### config.mk
export PLATFORM = sky130hd
export DESIGN_NAME = dual_capture_timer
export DESIGN_NICKNAME = d
export VERILOG_FILES = /design/src/rtl/dct_pkg.sv /design/src/rtl/dct_input_qual.sv /design/src/rtl/dct_capture_reg.sv /design/src/rtl/dual_capture_timer.sv
export SDC_FILE = /design/constraint.sdc
export NUM_CORES = 1
export LEC_CHECK = 0
export BUFFER_PORTS_ARGS = -buffer_cell sky130_fd_sc_hd__buf_2
export CAP_MARGIN = 40
export CORE_ASPECT_RATIO = 0.6
export CORE_UTILIZATION = 30
export DETAILED_ROUTE_END_ITERATION = 6
export PLACE_DENSITY = 0.53
export REMOVE_ABC_BUFFERS = 1
export SYNTH_ARGS = -nofsm -noshare
export SYNTH_HDL_FRONTEND = slang
export SYNTH_HIERARCHICAL = 1
export SYNTH_SLANG_ARGS = --single-unit
### constraint.sdc
create_clock -name clk_i -period 3.6 [get_ports clk_i]
set_input_delay 0.18 -clock clk_i [delete_from_list [all_inputs] [get_ports clk_i]]
set_output_delay 0.18 -clock clk_i [all_outputs]
set_load 0.005 [all_outputs]
### src/rtl/dct_pkg.sv
`timescale 1ns/1ps
package dct_pkg;
  typedef enum logic [1:0] {
    EDGE_NONE = 2'b00,
    EDGE_RISE = 2'b01,
    EDGE_FALL = 2'b10,
    EDGE_BOTH = 2'b11
  } edge_sel_e;
endpackage

### src/rtl/dct_input_qual.sv
`timescale 1ns/1ps
module dct_input_qual #(
  parameter int SYNC_STAGES  = 2,
  parameter int QUAL_PERIODS = 3
) (
  input  logic       clk_i,
  input  logic       rst_ni,
  input  logic       tick_i,
  input  logic       pin_i,
  input  logic [1:0] edge_sel_i,
  output logic       ev_o
);
  localparam int QW = $clog2(QUAL_PERIODS) + 1;

  logic [SYNC_STAGES-1:0] sync_q;
  logic                   lvl_s;
  logic                   filt_q, prev_q;
  logic [QW-1:0]          qcnt_q;
  logic                   rise, fall;

  assign lvl_s = sync_q[SYNC_STAGES-1];

  always_ff @(posedge clk_i or negedge rst_ni) begin
    if (!rst_ni) begin
      sync_q <= '0;
      filt_q <= 1'b0;
      prev_q <= 1'b0;
      qcnt_q <= '0;
    end else begin
      sync_q <= {sync_q[SYNC_STAGES-2:0], pin_i};
      prev_q <= filt_q;
      if (lvl_s == filt_q) begin
        qcnt_q <= '0;
      end else if (tick_i) begin
        if (qcnt_q == QW'(QUAL_PERIODS - 1)) begin
          filt_q <= lvl_s;
          qcnt_q <= '0;
        end else begin
          qcnt_q <= qcnt_q + 1'b1;
        end
      end
    end
  end

  assign rise = filt_q & ~prev_q;
  assign fall = ~filt_q & prev_q;
  assign ev_o = (edge_sel_i[0] & rise) | (edge_sel_i[1] & fall);
endmodule

### src/rtl/dct_capture_reg.sv
`timescale 1ns/1ps
module dct_capture_reg #(
  parameter int CNT_W = 16
) (
  input  logic             clk_i,
  input  logic             rst_ni,
  input  logic             clr_i,
  input  logic             tick_i,
  input  logic             run_i,
  input  logic             stop_hit_i,
  input  logic [CNT_W-1:0] cnt_i,
  input  logic             ld_ev_i,
  input  logic             irq_ev_i,
  input  logic             cmp_mode_i,
  input  logic             rd_hit_i,
  input  logic             wr_en_i,
  input  logic [CNT_W-1:0] wr_data_i,
  output logic [CNT_W-1:0] data_o,
  output logic             inv_o,
  output logic             conf_o,
  output logic             irq_o
);
  logic             pend_ld_q, pend_irq_q;
  logic [CNT_W-1:0] data_q;
  logic             inv_q, irq_q;
  logic             take_ld, take_irq, match;

  assign take_ld  = tick_i & pend_ld_q & ~cmp_mode_i;
  assign take_irq = tick_i & pend_irq_q & ~cmp_mode_i;
  assign match    = cmp_mode_i & tick_i & run_i & (cnt_i == data_q);
  assign conf_o   = take_ld & (rd_hit_i | stop_hit_i);

  always_ff @(posedge clk_i or negedge rst_ni) begin
    if (!rst_ni) begin
      pend_ld_q  <= 1'b0;
      pend_irq_q <= 1'b0;
      data_q     <= '0;
      inv_q      <= 1'b0;
      irq_q      <= 1'b0;
    end else if (clr_i) begin
      pend_ld_q  <= 1'b0;
      pend_irq_q <= 1'b0;
      data_q     <= '0;
      inv_q      <= 1'b0;
      irq_q      <= 1'b0;
    end else begin
      // compare mode drops trigger events outright
      pend_ld_q  <= ~cmp_mode_i & ((pend_ld_q & ~tick_i) | ld_ev_i);
      pend_irq_q <= ~cmp_mode_i & ((pend_irq_q & ~tick_i) | irq_ev_i);
      if (take_ld)      data_q <= cnt_i;
      else if (wr_en_i) data_q <= wr_data_i;
      if (conf_o)        inv_q <= 1'b1;
      else if (rd_hit_i) inv_q <= 1'b0;
      irq_q <= take_ld | take_irq | match;
    end
  end

  assign data_o = data_q;
  assign inv_o  = inv_q;
  assign irq_o  = irq_q;
endmodule

### src/rtl/dual_capture_timer.sv
`timescale 1ns/1ps
module dual_capture_timer
  import dct_pkg::*;
#(
  parameter int CNT_W        = 16,
  parameter int QUAL_PERIODS = 3,
  parameter int SYNC_STAGES  = 2
) (
  input  logic             clk_i,
  input  logic             rst_ni,
  input  logic             clr_i,
  input  logic             run_i,
  input  logic             tick_i,
  input  logic [1:0]       pin_i,
  input  logic [1:0]       edge0_i,
  input  logic [1:0]       edge1_i,
  input  logic             src_own_i,
  input  logic [1:0]       cmp_mode_i,
  input  logic             wr_i,
  input  logic             wr_sel_i,
  input  logic [CNT_W-1:0] wr_data_i,
  input  logic             rd_i,
  input  logic             rd_sel_i,
  output logic [CNT_W-1:0] count_o,
  output logic [1:0]       irq_o,
  output logic [CNT_W-1:0] rd_data_o,
  output logic             rd_inv_o
);
  localparam int NREG = 2;

  logic [CNT_W-1:0] cnt_q;
  logic             run_q, stop_hit;
  logic [1:0][1:0]  edge_sel;
  logic [1:0]       pin_ev;
  logic [NREG-1:0]  ld_ev, irq_ev, rd_hit, wr_en, cap_inv, cap_conf, cap_irq;
  logic [CNT_W-1:0] cap_data [NREG];
  logic [CNT_W-1:0] rd_data_q;
  logic             rd_inv_q;

  always_ff @(posedge clk_i or negedge rst_ni) begin
    if (!rst_ni) begin
      cnt_q <= '0;
      run_q <= 1'b0;
    end else begin
      run_q <= run_i;
      if (clr_i)               cnt_q <= '0;
      else if (run_i & tick_i) cnt_q <= cnt_q + 1'b1;
    end
  end

  assign stop_hit = run_q & ~run_i;
  assign edge_sel = {edge1_i, edge0_i};

  for (genvar p = 0; p < 2; p++) begin : g_pin
    dct_input_qual #(
      .SYNC_STAGES (SYNC_STAGES),
      .QUAL_PERIODS(QUAL_PERIODS)
    ) i_qual (
      .clk_i     (clk_i),
      .rst_ni    (rst_ni),
      .tick_i    (tick_i),
      .pin_i     (pin_i[p]),
      .edge_sel_i(edge_sel[p]),
      .ev_o      (pin_ev[p])
    );
  end

  // A: own pin excludes both-edge select; opposite pin only interrupts when own is selected
  assign ld_ev[0]  = src_own_i ? (pin_ev[0] & (edge0_i != EDGE_BOTH)) : pin_ev[1];
  assign irq_ev[0] = src_own_i & pin_ev[1];
  assign ld_ev[1]  = pin_ev[1];
  assign irq_ev[1] = 1'b0;

  for (genvar k = 0; k < NREG; k++) begin : g_reg
    assign rd_hit[k] = rd_i & (rd_sel_i == k[0]);
    assign wr_en[k]  = wr_i & (wr_sel_i == k[0]);
    dct_capture_reg #(.CNT_W(CNT_W)) i_cap (
      .clk_i     (clk_i),
      .rst_ni    (rst_ni),
      .clr_i     (clr_i),
      .tick_i    (tick_i),
      .run_i     (run_i),
      .stop_hit_i(stop_hit),
      .cnt_i     (cnt_q),
      .ld_ev_i   (ld_ev[k]),
      .irq_ev_i  (irq_ev[k]),
      .cmp_mode_i(cmp_mode_i[k]),
      .rd_hit_i  (rd_hit[k]),
      .wr_en_i   (wr_en[k]),
      .wr_data_i (wr_data_i),
      .data_o    (cap_data[k]),
      .inv_o     (cap_inv[k]),
      .conf_o    (cap_conf[k]),
      .irq_o     (cap_irq[k])
    );
  end

  always_ff @(posedge clk_i or negedge rst_ni) begin
    if (!rst_ni) begin
      rd_data_q <= '0;
      rd_inv_q  <= 1'b0;
    end else if (clr_i) begin
      rd_data_q <= '0;
      rd_inv_q  <= 1'b0;
    end else if (rd_i) begin
      rd_data_q <= cap_data[rd_sel_i];
      rd_inv_q  <= cap_inv[rd_sel_i] | cap_conf[rd_sel_i];
    end
  end

  assign count_o   = cnt_q;
  assign irq_o     = cap_irq;
  assign rd_data_o = rd_data_q;
  assign rd_inv_o  = rd_inv_q;
endmodule

Word-level counts from Yosys, hierarchy flattened

Cells that the tools add are included.

Add/sub/neg operators: 3
Magnitude comparators: 2
Eq/ne operators: 7
Multiplexer cells: 38
Bitwise logic cells: 65
Reductions and logical operators: 10

Operator list:

| cell                    | count |
|---|---|
| $mux W16                | 13 |
| $and A1 B1 Y1           | 40 |
| $eq A16 B16 Y1          | 2 |
| $mux W1                 | 19 |
| $mux W3                 | 6 |
| $add A16 B1 Y16 const B | 1 |
| $not A1 Y1              | 12 |
| $or A1 B1 Y1            | 12 |
| $reduce_bool A3 Y1      | 4 |
| $reduce_bool A2 Y1      | 4 |
| $add A3 B1 Y3 const B   | 2 |
| $eq A3 B2 Y1 const B    | 2 |
| $reduce_and A3 Y1       | 2 |
| $eq A1 B1 Y1            | 2 |
| $ge A2 B2 Y1 const B    | 1 |
| $lt A1 B2 Y1 const B    | 1 |
| $ne A2 B2 Y1 const B    | 1 |
| $not A1 Y2              | 1 |

Bits in registers: 88
Input bits: 34
Output and inout port bits: 35

Longest topological paths before layout

Depth in word-level cells: 9
Depth in mapped cells: 9

Modules after synthesis

The synthesis kept the hierarchy.

Modules (own cells, without submodules):

| module             | instances | cells each | area each (um^2) |
|---|---|---|---|
| dct_capture_reg    | 2         | 112        | 1174.9 |
| dual_capture_timer | 1         | 170        | 1702.9 |
| dct_input_qual     | 2         | 23         | 286.5 |

Worst setup path after synthesis

OpenSTA, ideal clock, no wires.

Kind: register to register
Start point: reg cnt_q[0] (netlist: count_o[0])
End point: reg cnt_q[14] (netlist: count_o[14])
Library setup time: 0.078 ns
Arrival: 1.558 ns
Required time: 3.522 ns
Slack: 1.964 ns
Cell stages (with the launch flop): 7
Path buffers: 1
Path through: dfrtp_1 > ha_1 > and4_1 > buf_2 > nand3_1 > or3_1 > a21oi_1

Word-level cells in the longest chain between the ends: 3

RTL lines:

| element                | line                     | text |
|---|---|---|
| start, declared        | dual_capture_timer.sv:31 | `logic [CNT_W-1:0] cnt_q;` |
| start signal, assigned | dual_capture_timer.sv:47 | `else if (run_i & tick_i) cnt_q <= cnt_q + 1'b1;` |
| $add A16 B1 Y16        | dual_capture_timer.sv:47 |  |
| $mux W16               | dual_capture_timer.sv:47 |  |
| $mux W16               | dual_capture_timer.sv:46 | `if (clr_i) cnt_q <= '0;` |

No other way between the ends. The select of a mux whose other input is x is not followed.
A chain may end at the register's enable or synchronous reset.

Worst setup path in the final report

Same ends and word-level chain as after synthesis.

==> impl_metrics.ini <==
[run_status]
run_status = finished, final reports clean

[floorplanning]
fp.dieW_um = 162.3
core_um2 = 14760
ioPinCount = 69
die_h_um = 98.19
rows = 34
initial_utilization_pct = 31.34
fp.dieArea_um2 = 15940

[cts]
clkTransAtPathRegs_ns = 0.06
post_cts_resized = 0
cts_hold_buf = 3
clkSinkCount = 88
cts_setup_buffers = 0
clockBufferDepth = 2
cts_root_buf = clkbuf_16
tritoncts = built
worstSkewPairLatency_ns = 0.34
cts_inserted_buffers = 9
cts.htree.levels = 3

[job]
max_cap_viol_count = 0

[synthesis]
yosys-top-cells-count = dfrtp_1 (88), nor2_1 (69), mux2i_1 (49), a211oi_1 (46), xor2_1 (39)
synth_compound_area_share_pct = 11.31
synth_top_family_by_area = simple AND/OR/NAND/NOR gates
synth_mux_area_share_pct = 11.09
synth_seq_cells = 88
synth_area_um2 = 4626
yosys_warnings = 6
yosysMostFrequentCell = dfrtp_1
yosysSeqAreaShare_pct = 47.61
yosys.area_share.xor_xnor_pct = 8.899
yosys.area_share.simple_pct = 16.18
synth.area.top_cells = dfrtp_1 (48%), mux2i_1 (11%), a211oi_1 (7.5%)
synthDistinctLibCells = 34
synth-async-reset-ratio_pct = 100.0
avgSynthCellArea_um2 = 10.51
synth_area_leader_cell = dfrtp_1
synth.top_cell.area_share_pct = 47.61
synth-main-ff-cell = dfrtp_1
synth_edf_count = 0
syn_inst = 440
synth_fa_ha_area_share_pct = 0.2705

[drt]
drtIter0Drc = 214
ant_nets = 0
drt-pass1-iter-count = 4
finalWirelength_um = 11840
viasPerCell = 4.943
routedWlPerCell_um = 16.84
vias = 3475
drcViolationCount = 0

[sta]
worst_slew_pin_slew_ns = 0.7783
finClkSkew_ns = 0.007535
clock.fmax_mhz = 539.8
finalSetupTns_ns = 0
slew_violations = 0
max-slew-margin-rel_pct = 48.11
holdWs_ns = 0.06523
rsz0062_at_grt = false
worst_slack_ns = 1.748
setup_viol = 0
post-route-min-period_ns = 1.852
post-route-period-util_pct = 51.46
final_hold_viol_count = 0

[setup_path]
crit_type = flip-flop to flip-flop
cp-start-kind = flip-flop
critPathArrivalTime_ns = 2.11
crit_path_top_delay_cell = dfrtp_1
critical-path-max-stage-delay_ns = 0.64
reg2reg_depth = 5
end_kind = flip-flop
worstPathMaxFanout = 11
crit_chain = ha_1, and4_1, nand3_1, or3_1, a21oi_1
worst_ep_required_time_ns = 3.86

[place]
portBuffers = 68
place_ws_ns = 1.774
post-dp-hpwl_um = 8202
globalplace.congestion = 0.7657

[grt]
grt_pass1_vias = 3475
grt_max_degree = 54
grt-ovfl-total = 0
antenna_found_initial = 0
grt_usage_pct = 15.77
grt_pass1_wl_um = 19220

[worst_hold_path]
holdPathStages = 2
min_path_type = input port to flip-flop

[pwr]
p_clk_share_pct = 38.8
switching_share_pct = 26.21
power_density_nw_per_um2 = 462.6
switchingPower_w = 0.0006543
internal_power_w = 0.001842
pwr-share-seq_pct = 46.8
p_comb_share_pct = 14.3
peakVddDrop_mv = 0.2053
p_leak_nw = 2.650

[cells_and_area]
drive_gt1_share_pct = 18.61
n_antenna_cell = 0
syn2layout_area_growth_pct = 16.66
fill_cells = 1486
finalNetCount = 536
==> flip-flops by register name, summed over array words and instances (netlist names) <==
| name | flops |
|---|---|
| g.i_cap/pend_ld_q | 2 |
| g_pin.i_qual/filt_q | 2 |
| g.i_cap/irq_o | 2 |
| rd_data_o | 16 |
| g.i_cap/inv_o | 2 |
| g_pin.i_qual/prev_q | 2 |
| g.i_cap/pend_irq_q | 2 |
| count_o | 16 |
| rd_inv_o | 1 |
| g_pin.i_qual/sync_q | 4 |
| g.i_cap/data_o | 32 |
| run_q | 1 |
| g_pin.i_qual/qcnt_q | 6 |
==> stage by stage <==
step           cells  utilization, %  total power (W)  cell area [um2]
6_report         703           36.56         0.002497             5396
5_1_grt          703           36.56         0.002631             5396
4_1_cts          703           36.56         0.002536             5396
3_5_place_dp     685           34.30         0.001545             5064
3_3_place_gp     685           34.30         0.001534             5064
2_1_floorplan    414               -         0.001382             4433
==> kinds of logic (layout without fill, tap and decap cells) <==
kind of cell	count (synthesis)	count (layout)
adder cells (fa/ha/maj)	1	1
flip-flops	88	88
buffers and inverters	31	96
other	1	1
multiplexers	51	51
AND/OR/NAND/NOR	144	144
XOR/XNOR	47	47
AO/OA/AOI/OAI	77	77
==> power by group through the flow <==
stage	combinational [W]	sequential, W	clock [W]
2_1_floorplan	0.000217	0.00117	0
6_report	0.000358	0.00117	0.000970
3_3_place_gp	0.000354	0.00118	0
5_1_grt	0.000400	0.00118	0.00105
3_5_place_dp	0.000360	0.00119	0
4_1_cts	0.000363	0.00117	0.00100
==> final cells by class <==
| class | count | area [um2] | share of cell area (%) |
|---|---|---|---|
| clock buffer | 11 | 232.7 | 4.313 |
| sequential | 88 | 2202 | 40.81 |
| tap | 198 | 247.7 | 4.591 |
| timing repair buffer | 76 | 410.4 | 7.605 |
| inverter | 5 | 18.77 | 0.3478 |
| clock inverter | 4 | 70.07 | 1.298 |
| multi-input combinational | 321 | 2215 | 41.04 |
==> worst max-delay path, delay by kind of cell, from the launching register on <==
family / cells / cell delay, ns
AOI/OAI and AO/OA: 1 / 0.14
adders and majority gates: 1 / 0.24
DFF: 1 / 0.64
and+or+nand+nor: 3 / 0.75
==> final timing paths <==
check,end,slack [ns],from
max,count_o[14],1.75,count_o[0]
min,g_reg[1].i_cap/pend_irq_q,0.07,cmp_mode_i[1]
max reg2reg,count_o[14],1.75,count_o[0]
min reg2reg,g_pin[0].i_qual/sync_q[1],0.35,g_pin[0].i_qual/sync_q[0]
max in group asynchronous,count_o[7],2.41,rst_ni
min in group asynchronous,rd_data_o[10],0.43,rst_ni
==> layer usage <==
layer  up-vias  part of all wire [%]  track usage (%)
met4         0                  0.48            3.048
met5         -                     0                0
li1       1685                     -                -
met2        94                    40            21.33
met3         5                   6.2            4.376
met1      1691                    54            24.49
==> layout by cell type (no fill, tap or decap), types with 4 or more instances in the layout <==
cell type	count
buf_4	6
nor2_1	69
nand2b_1	6
o21ai_1	5
xor2_1	39
nand2_1	12
and2_1	4
and4_1	4
a21oi_1	16
or3_1	6
nand3_1	11
inv_1	5
mux2i_1	49
buf_2	67
nor3_1	5
a211oi_1	46
dfrtp_1	88
nor4_1	8
xnor2_1	8
o21ai_0	6
clkbuf_16	9
nand3b_1	4
nand4_1	6
Note: power is estimated with default switching activity, not from simulation.
